`src/rtl/divnr_pkg.sv`:
```
package divnr_pkg;
  typedef enum logic [2:0] {
    ST_IDLE,
    ST_INIT,
    ST_SUB,
    ST_TEST,
    ST_OPER,
    ST_FIN
  } divnr_state_e;
endpackage

```
`src/rtl/divnr_ctrl.sv`:
```
module divnr_ctrl
  import divnr_pkg::*;
#(
  parameter int H = 8
) (
  input  logic clk,
  input  logic rst,
  input  logic start,
  input  logic sign,
  output logic init_en,
  output logic a_en,
  output logic q_en,
  output logic fin_en,
  output logic op_sub
);
  localparam int CW = (H > 1) ? $clog2(H) : 1;
  localparam logic [CW-1:0] LAST = CW'(H - 1);

  divnr_state_e state_q, state_d;
  logic [CW-1:0] cnt_q;
  logic          sel_q;

  always_comb begin
    state_d = state_q;
    case (state_q)
      ST_IDLE: if (start) state_d = ST_INIT;
      ST_INIT: state_d = ST_SUB;
      ST_SUB:  state_d = ST_TEST;
      ST_TEST: state_d = (cnt_q == LAST) ? ST_FIN : ST_OPER;
      ST_OPER: state_d = ST_TEST;
      ST_FIN:  state_d = ST_IDLE;
      default: state_d = ST_IDLE;
    endcase
  end

  always_ff @(posedge clk) begin
    if (rst) begin
      state_q <= ST_IDLE;
      cnt_q   <= '0;
      sel_q   <= 1'b1;
    end else begin
      state_q <= state_d;
      case (state_q)
        ST_INIT: cnt_q <= '0;
        ST_SUB:  sel_q <= 1'b1;
        ST_TEST: begin
          sel_q <= ~sign;
          if (cnt_q != LAST) cnt_q <= cnt_q + 1'b1;
        end
        default: ;
      endcase
    end
  end

  assign init_en = (state_q == ST_INIT);
  assign a_en    = (state_q == ST_SUB) || (state_q == ST_OPER);
  assign q_en    = (state_q == ST_TEST);
  assign fin_en  = (state_q == ST_FIN);
  assign op_sub  = (state_q == ST_SUB) ? 1'b1 : sel_q;

  AST_SEL_HOLD: assert property (@(posedge clk) disable iff (rst)
    (state_q != ST_SUB && state_q != ST_TEST) |=> $stable(sel_q));
  AST_SEL_FIRST_SUB: assert property (@(posedge clk) disable iff (rst)
    (state_q == ST_SUB) |=> sel_q);
  AST_SEL_FROM_SIGN: assert property (@(posedge clk) disable iff (rst)
    (state_q == ST_TEST) |=> (sel_q == !$past(sign)));
  AST_IDLE_WAIT: assert property (@(posedge clk) disable iff (rst)
    (state_q == ST_IDLE && !start) |=> (state_q == ST_IDLE));
  AST_CNT_RANGE: assert property (@(posedge clk) disable iff (rst)
    cnt_q <= LAST);
endmodule

```
`src/rtl/divnr_dp.sv`:
```
module divnr_dp #(
  parameter int N = 16,
  parameter int H = N / 2
) (
  input  logic         clk,
  input  logic         rst,
  input  logic         init_en,
  input  logic         a_en,
  input  logic         q_en,
  input  logic         fin_en,
  input  logic         op_sub,
  input  logic [N-1:0] dividend,
  input  logic [H-1:0] divisor,
  output logic         sign,
  output logic [H-1:0] quotient,
  output logic [H-1:0] remainder,
  output logic         done
);
  logic [H:0]   a_q;
  logic [H-1:0] q_q;
  logic [H-1:0] d_q;
  logic [H:0]   shifted;
  logic [H:0]   dext;
  logic [H:0]   alu;
  logic [H-1:0] corr;

  assign shifted = {a_q[H-1:0], q_q[H-1]};
  assign dext    = {1'b0, d_q};
  assign alu     = op_sub ? (shifted - dext) : (shifted + dext);
  assign corr    = a_q[H] ? (a_q[H-1:0] + d_q) : a_q[H-1:0];
  assign sign    = a_q[H];

  always_ff @(posedge clk) begin
    if (rst) begin
      a_q       <= '0;
      q_q       <= '0;
      d_q       <= '0;
      quotient  <= '0;
      remainder <= '0;
      done      <= 1'b0;
    end else begin
      done <= 1'b0;
      if (init_en) begin
        a_q <= {1'b0, dividend[N-1:H]};
        q_q <= dividend[H-1:0];
        d_q <= divisor;
      end
      if (a_en) a_q <= alu;
      if (q_en) q_q <= {q_q[H-2:0], ~a_q[H]};
      if (fin_en) begin
        quotient  <= q_q;
        remainder <= corr;
        done      <= 1'b1;
      end
    end
  end

  AST_REM_BELOW_DIVISOR: assert property (@(posedge clk) disable iff (rst)
    done |-> (remainder < d_q));
  AST_OUT_HOLD: assert property (@(posedge clk) disable iff (rst)
    !fin_en |=> ($stable(quotient) && $stable(remainder)));
endmodule

```
`src/rtl/divnr_top.sv`:
```
module divnr_top #(
  parameter int N = 16
) (
  input  logic             clk,
  input  logic             rst,
  input  logic             start,
  input  logic [N-1:0]     dividend,
  input  logic [N/2-1:0]   divisor,
  output logic [N/2-1:0]   quotient,
  output logic [N/2-1:0]   remainder,
  output logic             done
);
  localparam int H = N / 2;

  logic init_en, a_en, q_en, fin_en, op_sub, sign;

  divnr_ctrl #(.H(H)) ctrl_i (
    .clk(clk), .rst(rst), .start(start), .sign(sign),
    .init_en(init_en), .a_en(a_en), .q_en(q_en),
    .fin_en(fin_en), .op_sub(op_sub)
  );

  divnr_dp #(.N(N), .H(H)) dp_i (
    .clk(clk), .rst(rst), .init_en(init_en), .a_en(a_en), .q_en(q_en),
    .fin_en(fin_en), .op_sub(op_sub), .dividend(dividend),
    .divisor(divisor), .sign(sign), .quotient(quotient),
    .remainder(remainder), .done(done)
  );

  AST_DONE_PULSE: assert property (@(posedge clk) disable iff (rst)
    done |=> !done);
  AST_RESET_QUIET: assert property (@(posedge clk)
    rst |=> (!done && quotient == '0 && remainder == '0));
endmodule

```
`config.mk`:
```
export PLATFORM = sky130hd
export DESIGN_NAME = divnr_top
export DESIGN_NICKNAME = d
export VERILOG_FILES = /design/src/rtl/divnr_pkg.sv /design/src/rtl/divnr_ctrl.sv /design/src/rtl/divnr_dp.sv /design/src/rtl/divnr_top.sv
export SDC_FILE = /design/constraint.sdc
export NUM_CORES = 1
export LEC_CHECK = 0
export BUFFER_PORTS_ARGS = -buffer_cell sky130_fd_sc_hd__buf_2
export CAP_MARGIN = 30
export CORE_UTILIZATION = 57
export CTS_CLUSTER_DIAMETER = 200
export DETAILED_ROUTE_END_ITERATION = 6
export GPL_TIMING_DRIVEN = 0
export PLACE_DENSITY = 0.85
export SETUP_SLACK_MARGIN = 0.3
export SLEW_MARGIN = 20
export SYNTH_ARGS = -nofsm -noshare
export SYNTH_HDL_FRONTEND = slang
export SYNTH_SLANG_ARGS = --single-unit
```
`constraint.sdc`:
```
create_clock -name clk -period 3.6 [get_ports clk]
set_input_delay 0.72 -clock clk [delete_from_list [all_inputs] [get_ports clk]]
set_output_delay 0.72 -clock clk [all_outputs]
set_load 0.02 [all_outputs]
```
==> results of run 1 <==
-- through the flow --
stage	hold slack, ns	cells	utilization, %	area (um2)
after global placement	0.442	443	65.6	3120
after detailed placement	0.444	443	65.6	3120
after floorplan	0.445	333	-	2820
after CTS	0.457	451	67.5	3210
final	0.455	451	67.5	3210
after global routing	0.477	451	67.5	3210
-- final cells by class --
type                    count  share of cell area, %
inverters                   9                   1.05
multi-input cells         257                   53.5
clock buffers               5                   2.14
well taps                  67                   2.61
clock inverters             3                  0.663
flip-flops and latches     49                   30.6
plain buffers              18                   2.77
repair buffers             43                   6.71
-- synthesized netlist by cell type, drive strengths merged --
cell     instances
o21bai           2
a311oi           4
xnor2            9
xnor3            1
nand2b           6
xor2             7
or3b             1
o21ai           12
nand4            1
a211o            1
o21a             1
or2b             1
mux2i           12
buf              9
nand2           49
ha              18
nor3b            2
o211ai           4
a22o             1
dfxtp           49
and2b            1
or3              1
a31o             1
a21boi           2
nand3            1
nor2            34
fa               2
a221oi           1
nand3b           3
a21oi           32
a22oi            7
nor3             7
nor2b            5
a211oi          16
o22ai            1
clkbuf           9
a2111oi          2
mux2             1
and3b            1
a21o             3
inv              9
a31oi            3
nor4             1
-- where the power goes --
| group | switching (mW) | internal [mW] | total [mW] |
|---|---|---|---|
| Sequential | 0.0391 | 0.573 | 0.612 |
| Combinational | 0.204 | 0.168 | 0.372 |
| Clock | 0.206 | 0.138 | 0.345 |
-- worst max-delay path, stage by stage, from the launching register on --
cell       delay, ns
dfxtp_1         0.32
buf_6           0.13
or2b_4          0.27
o21bai_4        0.26
mux2i_1         0.35
ha_1            0.29
nor2b_1         0.13
o21ai_0         0.29
nand2_1         0.13
a31oi_1         0.21
xor2_1          0.13
a2111oi_2       0.36
-- registers in the layout (all words and copies together), names as in the netlist --
signal	flops
dp_i.remainder	8
ctrl_i.cnt_q	3
dp_i.q_q	8
dp_i.d_q	8
dp_i.a_q	9
dp_i.quotient	8
ctrl_i.sel_q	1
dp_i.done	1
ctrl_i.state_q	3
-- worst max-delay path by stage --
stage,from,to
2_1_floorplan,ctrl_i.state_q[2],dp_i.a_q[5]
3_3_place_gp,ctrl_i.state_q[2],dp_i.a_q[5]
3_5_place_dp,ctrl_i.state_q[2],dp_i.a_q[5]
4_1_cts,ctrl_i.state_q[2],dp_i.a_q[5]
5_1_grt,ctrl_i.state_q[2],dp_i.a_q[5]
6_report,ctrl_i.state_q[2],dp_i.a_q[5]
-- metal layers --
| layer | vias to the layer above | track usage (%) | share of wire, % |
|---|---|---|---|
| li1 | 1284 | - | - |
| met1 | 1217 | 36.5 | 45 |
| met2 | 82 | 44.7 | 47 |
| met3 | 11 | 4.03 | 6.4 |
| met4 | 0 | 11.3 | 1.3 |
| met5 | - | 0 | 0 |
-- cells by family (layout without fill, tap and decap cells) --
group                    count (synthesis)  count (layout)  synth area share, %
AND/OR/NAND/NOR                        114             114                 18.9
XOR/XNOR                                17              17                 5.77
multiplexers                            13              13                 4.66
flip-flops                              49              49                 34.8
buffers and inverters                   27              78                 4.35
adder cells (fa/ha/maj)                 20              20                 9.41
AO/OA/AOI/OAI                           93              93                 22.1
==> results.sh, run 1 <==
export IMPL_die_area_mm2=0.00523
export IMPL_die_h_um=72.3
export IMPL_synth_nets=380
export IMPL_num_vias=2594
export IMPL_rr_worst_depth=11
export IMPL_relSlewSlack_pct=57.2
export IMPL_rrSetupSlack_ns=0.63
export IMPL_seq_area_frac_synth_pct=34.8
export IMPL_routabilityCongestion=0.949
export IMPL_worstReg2RegStart="ctrl_i.state_q[2]"
export IMPL_path_class="flop to flop"
export IMPL_hold_class="flop to flop"
export IMPL_cts_tree="yes"
export IMPL_drv_cap=0
export IMPL_core_area_mm2=0.00475
export IMPL_place_hpwl_mm=5.00
export IMPL_hold_end="dp_i.quotient[6]"
export IMPL_htreeDepth=2
export IMPL_drv_slew=0
export IMPL_hold_viol=0
export IMPL_io_buffers=43
export IMPL_fmax_mhz=337
export IMPL_cts_sinks=49
export IMPL_yosysTopAreaCellShare_pct=34.8
export IMPL_die_x_um=72.3
export IMPL_ys_top_cells_by_area="dfxtp_1, ha_1, nand2_1"
export IMPL_initial_core_util_pct=59.3
export IMPL_worstPathArrival_ns=3.18
export IMPL_cts_resized=0
export IMPL_cp_required_ns=3.82
export IMPL_viasPerCell=5.75
export IMPL_clk_latency_ns=0.32
export IMPL_fill_cells=413
export IMPL_timing_final_crit_share_pct=82.5
export IMPL_drive_above_1_share_pct=18.8
export IMPL_rsz0062_at_grt="no"
export IMPL_status="completed"
export IMPL_worstMarginPinSlew_ns=0.641
export IMPL_synth_cells=333
export IMPL_synth_area_mm2=0.00282
export IMPL_setup_ws_ns=0.632
export IMPL_yosysUniqueCellTypes=52
export IMPL_critPathLaunchType="flop"
export IMPL_synth_seq_cells=49
export IMPL_seqCellArea_um2=981
export IMPL_wl_mm=6.85
export IMPL_first_global_vias=2281
export IMPL_ant_nets=0
export IMPL_wl_per_cell_um=15.2
export IMPL_r2r_end="dp_i.a_q[5]"
export IMPL_fin_setup_tns_ns=0
export IMPL_leakagePower_nw=1.27
export IMPL_insertedDiodeCount=0
export IMPL_grt_max_degree=17
export IMPL_layout_cells_most_common="buf_2"
export IMPL_syn_to_final_growth_pct=13.8
export IMPL_final_net_count=430
export IMPL_grt_usage_pct=27.4
export IMPL_endpoint_kind="flop"
export IMPL_antenna_found_initial=0
export IMPL_cts_root_buf="clkbuf_8"
export IMPL_drc=0
export IMPL_grt_overflow=0
export IMPL_numCtsBuffers=5
export IMPL_finalCriticalPeriod_ns=2.97
export IMPL_drt_iter0_drc=193
export IMPL_multi_input_area_mm2=0.00172
export IMPL_pin_count=44
export IMPL_rows=25
export IMPL_worstHoldStart="dp_i.quotient[6]"
export IMPL_p_per_area_mw_per_mm2=414
export IMPL_setup_viol=0
export IMPL_skew_ns=0.00902
export IMPL_final_cell_mix="buf_2, nand2_1, dfxtp_1, nor2_1, a21oi_1"
export IMPL_yosys_warnings=0
export IMPL_power_total_mw=1.33
export IMPL_grt_pass1_wl_mm=11.0
export IMPL_clk_pin_slew_ns=0.10
export IMPL_place_ws_ns=0.700
export IMPL_syn_area_per_cell_um2=8.47
export IMPL_cts_buffer_depth=2
export IMPL_post_cts_buffers=0
export IMPL_min_path_cells=2
export IMPL_cts_hold_buffers_added=0
export IMPL_yosys_area_top_type="dfxtp_1"
export IMPL_crit_path_max_fanout=10
export IMPL_drtPass1Iterations=4
export IMPL_peakVddDrop_mv=0.245
Note: power is estimated with default switching activity, not from simulation.
==> inputs of run 2 (changes only) <==
--- a/config.mk
+++ b/config.mk
@@ -5,13 +5,14 @@
 export SDC_FILE = /design/constraint.sdc
 export NUM_CORES = 1
 export LEC_CHECK = 0
+export ABC_AREA = 1
 export BUFFER_PORTS_ARGS = -buffer_cell sky130_fd_sc_hd__buf_2
 export CAP_MARGIN = 30
-export CORE_UTILIZATION = 57
+export CORE_UTILIZATION = 51
 export CTS_CLUSTER_DIAMETER = 200
 export DETAILED_ROUTE_END_ITERATION = 6
 export GPL_TIMING_DRIVEN = 0
-export PLACE_DENSITY = 0.85
+export PLACE_DENSITY = 0.81
 export SETUP_SLACK_MARGIN = 0.3
 export SLEW_MARGIN = 20
 export SYNTH_ARGS = -nofsm -noshare
==> constraint.sdc (replaced) <==
create_clock -name clk -period 2.4 [get_ports clk]
set_input_delay 0.48 -clock clk [delete_from_list [all_inputs] [get_ports clk]]
set_output_delay 0.48 -clock clk [all_outputs]
set_load 0.02 [all_outputs]
==> run 2 against run 1 <==
  * Design area rose by 11%
  * Clock-buffer cell count unchanged
  * Via count is 15% higher
  * Clock skew down 0.0013 ns
  * Final cell count is 20% higher
==> results.sh, run 2 <==
export IMPL_regMostFlops="dp_i.a_q"
export IMPL_synth_cells=409
export IMPL_seq_area_frac_synth_pct=34.1
export IMPL_worstHoldStart="dividend[2]"
export IMPL_fin_setup_tns_ns=0
export IMPL_worstMarginPinSlew_ns=0.677
export IMPL_yosysMostFrequentCell="nand2_1"
export IMPL_routabilityCongestion=0.855
export IMPL_drtPass1Iterations=5
export IMPL_antenna_found_initial=0
export IMPL_synth_edff_count=0
export IMPL_syn_to_final_growth_pct=24.4
export IMPL_cts_root_buf="clkbuf_8"
export IMPL_cts_buffer_depth=2
export IMPL_setup_viol=0
export IMPL_fin_cells=542
export IMPL_synthTopCellsByCount="nand2_1, dfxtp_1, inv_1, nor2_1, a21oi_1"
export IMPL_dp_cells=521
export IMPL_numCtsBuffers=5
export IMPL_synth_seq_cells=49
export IMPL_drv_slew=0
export IMPL_grt_overflow=0
export IMPL_skew_ns=0.00776
export IMPL_cp_required_ns=2.59
export IMPL_rsz0062_at_grt="yes"
export IMPL_wl_per_cell_um=14.1
export IMPL_yosys_area_top_type="dfxtp_1"
export IMPL_synth_nets=456
export IMPL_final_cell_mix="nand2_1, buf_2, dfxtp_1, inv_1, nor2_1"
export IMPL_drc=0
export IMPL_core_area_mm2=0.00527
export IMPL_place_hpwl_mm=5.18
export IMPL_r2r_end="dp_i.a_q[8]"
export IMPL_crit_path_max_fanout=4
export IMPL_largest_reg_flops=9
export IMPL_path_class="flop to flop"
export IMPL_insertedDiodeCount=0
export IMPL_min_path_cells=3
export IMPL_ys_async_sr_fraction_pct=0
export IMPL_rrSetupSlack_ns=0.23
export IMPL_clk_latency_ns=0.32
export IMPL_rows=26
export IMPL_utilization_pct=67.9
export IMPL_synth_area_mm2=0.00288
export IMPL_grt_max_degree=18
export IMPL_hold_class="primary input to flop"
export IMPL_yosysUniqueCellTypes=33
export IMPL_finalCriticalPeriod_ns=2.17
export IMPL_die_x_um=77.1
export IMPL_initial_core_util_pct=54.6
export IMPL_htreeDepth=2
export IMPL_rr_worst_depth=14
export IMPL_grt_pass1_wl_mm=12.6
export IMPL_yosysTopAreaCellShare_pct=34.1
export IMPL_peakVddDrop_mv=0.470
export IMPL_wl_mm=7.67
export IMPL_io_buffers=42
export IMPL_pin_count=44
export IMPL_syn_area_per_cell_um2=7.03
export IMPL_worstReg2RegStart="dp_i.d_q[1]"
export IMPL_drt_iter0_drc=193
export IMPL_ys_dominant_reg_cell="dfxtp_1"
export IMPL_grt_usage_pct=26.6
export IMPL_die_h_um=77.1
export IMPL_relSlewSlack_pct=54.9
export IMPL_viasPerCell=5.49
export IMPL_yosys_warnings=0
export IMPL_clk_pin_slew_ns=0.10
export IMPL_drive_above_1_share_pct=26.7
export IMPL_layout_cells_most_common="nand2_1"
export IMPL_worstPathArrival_ns=2.36
export IMPL_final_net_count=518
export IMPL_die_area_mm2=0.00594
export IMPL_cts_sinks=49
export IMPL_status="completed"
export IMPL_fmax_mhz=460
export IMPL_timing_hold_ws_ns=0.380
export IMPL_p_per_area_mw_per_mm2=696
export IMPL_hold_end="dp_i.q_q[2]"
export IMPL_num_vias=2977
export IMPL_ant_nets=0
export IMPL_ys_top_cells_by_area="dfxtp_1, nand2_1, ha_1"
export IMPL_hold_viol=0
export IMPL_cts_tree="yes"
export IMPL_timing_final_crit_share_pct=90.6
export IMPL_critPathLaunchType="flop"
export IMPL_drv_cap=0
export IMPL_first_global_vias=2858
export IMPL_endpoint_kind="flop"
export IMPL_leakagePower_nw=1.68
==> run 2: cell count changes in the layout (fill, tap and decap cells not counted), moves of 12 or more <==
| cell | before | now |
|---|---|---|
| nand2_1 | 49 | 86 |
| inv_1 | 9 | 42 |
| nand3_1 | 1 | 22 |
| a211oi_1 | 16 | 0 |
| buf_4 | 0 | 13 |
| mux2i_1 | 12 | 0 |
==> run 2: final cells by class <==
class                           instances  area, um2
Fill cell                             420       1690
Timing Repair Buffer                   55        308
Clock inverter                          3       50.0
Clock buffer                            5       68.8
Multi-Input combinational cell        295       1780
Sequential cell                        49        996
Tap cell                               70       87.6
Buffer                                 14       81.3
Inverter                               51        204
==> run 2: logic make-up after synthesis <==
| family | Yosys count | share of synthesized area [%] |
|---|---|---|
| xor gates and xnor gates | 11 | 3.35 |
| and+or+nand+nor | 181 | 27.1 |
| DFF | 49 | 34.1 |
| adders and majority gates | 20 | 9.22 |
| AOI/OAI and AO/OA | 83 | 16.7 |
| buffers and inverters | 65 | 9.57 |
==> run 2: how the worst max path moves through the flow <==
stage | slack (ns) | cells after the start | from | endpoint
detailed placement | 0.07 | 15 | dp_i.d_q[1] | dp_i.a_q[7]
global route | 0.1 | 14 | dp_i.d_q[2] | dp_i.a_q[8]
CTS | 0.25 | 14 | ctrl_i.state_q[0] | dp_i.a_q[8]
finish | 0.23 | 14 | dp_i.d_q[1] | dp_i.a_q[8]
floorplan | 0.34 | 14 | ctrl_i.state_q[2] | dp_i.a_q[8]
global placement | 0.14 | 15 | dp_i.d_q[1] | dp_i.a_q[7]
==> run 2: per-layer routing <==
layer / global-route usage, % / part of all wire, % / vias to the layer above
li1: - / - / 1461
met1: 31.7 / 42 / 1381
met2: 46.3 / 49 / 104
met3: 4.29 / 4.8 / 31
met4: 12.8 / 3.9 / 0
met5: 0 / 0 / -
==> run 2: critical path: stages, from the launching register on <==
cell and delay, ns:
dfxtp_4 0.37, inv_4 0.08, ha_4 0.14, nand2_4 0.05
nor2_4 0.15, a31oi_4 0.11, xor2_1 0.17, ha_1 0.34
nand2_2 0.10, inv_1 0.05, a21oi_2 0.11, nand2_1 0.08
nand3b_1 0.16, nand3_1 0.09, a21oi_2 0.05
==> run 2: stage by stage <==
step           power (mW)  cell area, um2  worst slack (ns)
2_1_floorplan        1.51            2880             0.337
3_3_place_gp         1.65            3170             0.140
3_5_place_dp         1.67            3170            0.0716
4_1_cts              2.38            3430             0.252
5_1_grt              2.63            3580            0.0979
6_report             2.49            3580             0.226
==> run 2: power by group <==
| group | internal [mW] | leakage [nW] | switching, mW |
|---|---|---|---|
| clock network | 0.320 | 0.0603 | 0.320 |
| registers | 0.879 | 0.403 | 0.0750 |
| logic | 0.364 | 1.22 | 0.532 |
| total | 1.56 | 1.68 | 0.927 |
==> run 2: what timing repair did <==
| item | 4_1_cts | 5_1_grt |
|---|---|---|
| pin swaps | 14 | 28 |
| setup buffers | 7 | 6 |
| setup endpoints to repair | 6 | 6 |
| hold buffers | 0 | 0 |
| resized for setup | 24 | 31 |
==> inputs of run 3 (changes only) <==
--- a/config.mk
+++ b/config.mk
@@ -8,11 +8,12 @@
 export ABC_AREA = 1
 export BUFFER_PORTS_ARGS = -buffer_cell sky130_fd_sc_hd__buf_2
 export CAP_MARGIN = 30
-export CORE_UTILIZATION = 51
+export CORE_UTILIZATION = 60
 export CTS_CLUSTER_DIAMETER = 200
 export DETAILED_ROUTE_END_ITERATION = 6
 export GPL_TIMING_DRIVEN = 0
-export PLACE_DENSITY = 0.81
+export PLACE_DENSITY = 0.89
+export REMOVE_ABC_BUFFERS = 1
 export SETUP_SLACK_MARGIN = 0.3
 export SLEW_MARGIN = 20
 export SYNTH_ARGS = -nofsm -noshare
==> constraint.sdc (replaced) <==
create_clock -name clk -period 2.66 [get_ports clk]
set_input_delay 0.532 -clock clk [delete_from_list [all_inputs] [get_ports clk]]
set_output_delay 0.532 -clock clk [all_outputs]
set_load 0.02 [all_outputs]
==> run 3 against run 2 <==
  * The flow now finishes with violations (design-rule violations)
  * Design area is 7.0% lower
  * First-iteration DRC count rose by 4.7%
  * Routed wire length is 6.6% lower
  * Combinational power is 21% lower
  * Worst hold slack better by 0.058 ns
  * Non-clock buffer count down 22
  * Sequential share of layout area rose by 2.0 points
  * Final cell count fell by 7.4%
  * Critical path depth increased by 1
  * Sequential power is 9.3% lower
  * Utilization is 6.5 points higher
  * Via count shrank 3.8%
==> results.sh, run 3 (synthesized netlist as in run 2, its figures left out) <==
export IMPL_status="finished with violations"
export IMPL_violations="design-rule violations"
export IMPL_fin_setup_tns_ns=0
export IMPL_cts_buffer_depth=2
export IMPL_drive_above_1_share_pct=20.7
export IMPL_place_ws_ns=0.281
export IMPL_final_net_count=496
export IMPL_first_global_vias=2710
export IMPL_cts_tree="yes"
export IMPL_rr_worst_depth=15
export IMPL_hold_viol=0
export IMPL_min_path_cells=3
export IMPL_wl_mm=7.16
export IMPL_clk_pin_slew_ns=0.09
export IMPL_grt_pass1_wl_mm=11.7
export IMPL_drv_cap=0
export IMPL_fmax_mhz=432
export IMPL_regMostFlops="dp_i.a_q"
export IMPL_largest_reg_flops=9
export IMPL_timing_final_crit_share_pct=87.1
export IMPL_finalCriticalPeriod_ns=2.32
export IMPL_insertedDiodeCount=0
export IMPL_drv_slew=0
export IMPL_core_area_mm2=0.00447
export IMPL_numCtsBuffers=5
export IMPL_grt_max_degree=27
export IMPL_hold_class="primary input to flop"
export IMPL_final_cell_mix="nand2_1, nor2_1, inv_1, dfxtp_1, buf_2"
export IMPL_crit_path_max_fanout=5
export IMPL_worstReg2RegStart="dp_i.d_q[0]"
export IMPL_viasPerCell=5.71
export IMPL_rsz0062_at_grt="no"
export IMPL_leakagePower_nw=1.59
export IMPL_routabilityCongestion=0.889
export IMPL_relSlewSlack_pct=56.1
export IMPL_endpoint_kind="flop"
export IMPL_ant_nets=0
export IMPL_layout_cells_most_common="nand2_1"
export IMPL_rows=24
export IMPL_die_h_um=71.2
export IMPL_num_vias=2864
export IMPL_fill_cells=341
export IMPL_timing_hold_ws_ns=0.438
export IMPL_worstHoldStart="dividend[4]"
export IMPL_wl_per_cell_um=14.3
export IMPL_clk_latency_ns=0.31
export IMPL_io_buffers=43
export IMPL_multi_input_area_mm2=0.00171
export IMPL_drtPass1Iterations=7
export IMPL_setup_ws_ns=0.344
export IMPL_seqCellArea_um2=992
export IMPL_drc=2
export IMPL_rrSetupSlack_ns=0.34
export IMPL_cp_required_ns=2.83
export IMPL_p_per_area_mw_per_mm2=642
export IMPL_die_x_um=71.2
export IMPL_path_class="flop to flop"
export IMPL_worstMarginPinSlew_ns=0.658
export IMPL_htreeDepth=2
export IMPL_setup_viol=0
export IMPL_die_area_mm2=0.00508
export IMPL_crit_start="dp_i.d_q[0]"
export IMPL_peakVddDrop_mv=0.460
export IMPL_r2r_end="dp_i.a_q[7]"
export IMPL_initial_core_util_pct=64.3
export IMPL_hold_end="dp_i.q_q[4]"
export IMPL_place_hpwl_mm=4.71
export IMPL_skew_ns=0.00968
export IMPL_grt_usage_pct=28.8
export IMPL_pin_count=44
export IMPL_cts_root_buf="clkbuf_8"
export IMPL_grt_overflow=0
export IMPL_drt_iter0_drc=202
export IMPL_worstPathArrival_ns=2.49
export IMPL_antenna_found_initial=0
export IMPL_critPathLaunchType="flop"
export IMPL_syn_to_final_growth_pct=15.6
export IMPL_cts_sinks=49
[run 3: cell count changes in the layout (fill, tap and decap cells not counted), sizes merged]
| cell | change |
|---|---|
| clkbuf | -5 |
| buf | -16 |
| clkinvlp | +1 |
| inv | -1 |
| clkinv | -1 |
[run 3: area by class of cell]
class | count | share of cell area (%)
multi-input cells | 295 | 51.3
repair buffers | 47 | 7.37
clock inverters | 2 | 1.13
flip-flops and latches | 49 | 29.8
well taps | 52 | 1.96
clock buffers | 6 | 2.48
inverters | 51 | 5.91
[run 3: repair_timing]
item                                    4_1_cts  5_1_grt
endpoints found under the setup margin        2        6
cloned                                        0        0
buffers inserted                              0        4
hold buffers                                  0        0
pin swaps                                     0        7
resized for setup                             1       27
[run 3: through the flow]
stage | utilization [%] | power [mW] | area [um2] | instances
2_1_floorplan | - | 1.34 | 2800 | 395
3_3_place_gp | 68.7 | 1.46 | 3080 | 490
3_5_place_dp | 68.7 | 1.49 | 3080 | 490
4_1_cts | 71.5 | 2.04 | 3200 | 498
5_1_grt | 74.3 | 2.26 | 3330 | 502
6_report | 74.3 | 2.13 | 3330 | 502
[run 3: how the worst max path moves through the flow]
stage	to	slack, ns	depth (start not counted)
3_5_place_dp	dp_i.a_q[7]	0.28	15
6_report	dp_i.a_q[7]	0.34	15
4_1_cts	dp_i.a_q[8]	0.32	14
2_1_floorplan	dp_i.a_q[8]	0.60	14
3_3_place_gp	dp_i.a_q[8]	0.40	14
5_1_grt	dp_i.a_q[7]	0.27	15
[run 3: layer usage]
layer | global-route usage (%) | wire (um) | share of wire [%]
met3 | 4.08 | 454 | 6.3
met4 | 10.9 | 183 | 2.6
met2 | 48.9 | 3510 | 49
met5 | 0 | 0 | 0
met1 | 37.4 | 3010 | 42
[run 3: critical path: stages (launching register included)]
cell and delay [ns]:
dfxtp_2 0.34, inv_2 0.11, ha_4 0.15, nand2_1 0.08, nor2_4 0.16, a31oi_2 0.11
xor2_1 0.18, ha_1 0.37, nand2_1 0.09, inv_1 0.06, a21oi_2 0.15, nand2_1 0.08
nand2_1 0.06, nand3_1 0.08, nand2_2 0.09, a21oi_2 0.05
[run 3: power by group]
part | leakage [nW] | switching [mW] | internal, mW
registers | 0.402 | 0.0726 | 0.792
logic | 1.13 | 0.434 | 0.274
clock network | 0.0574 | 0.256 | 0.306
total | 1.59 | 0.763 | 1.37
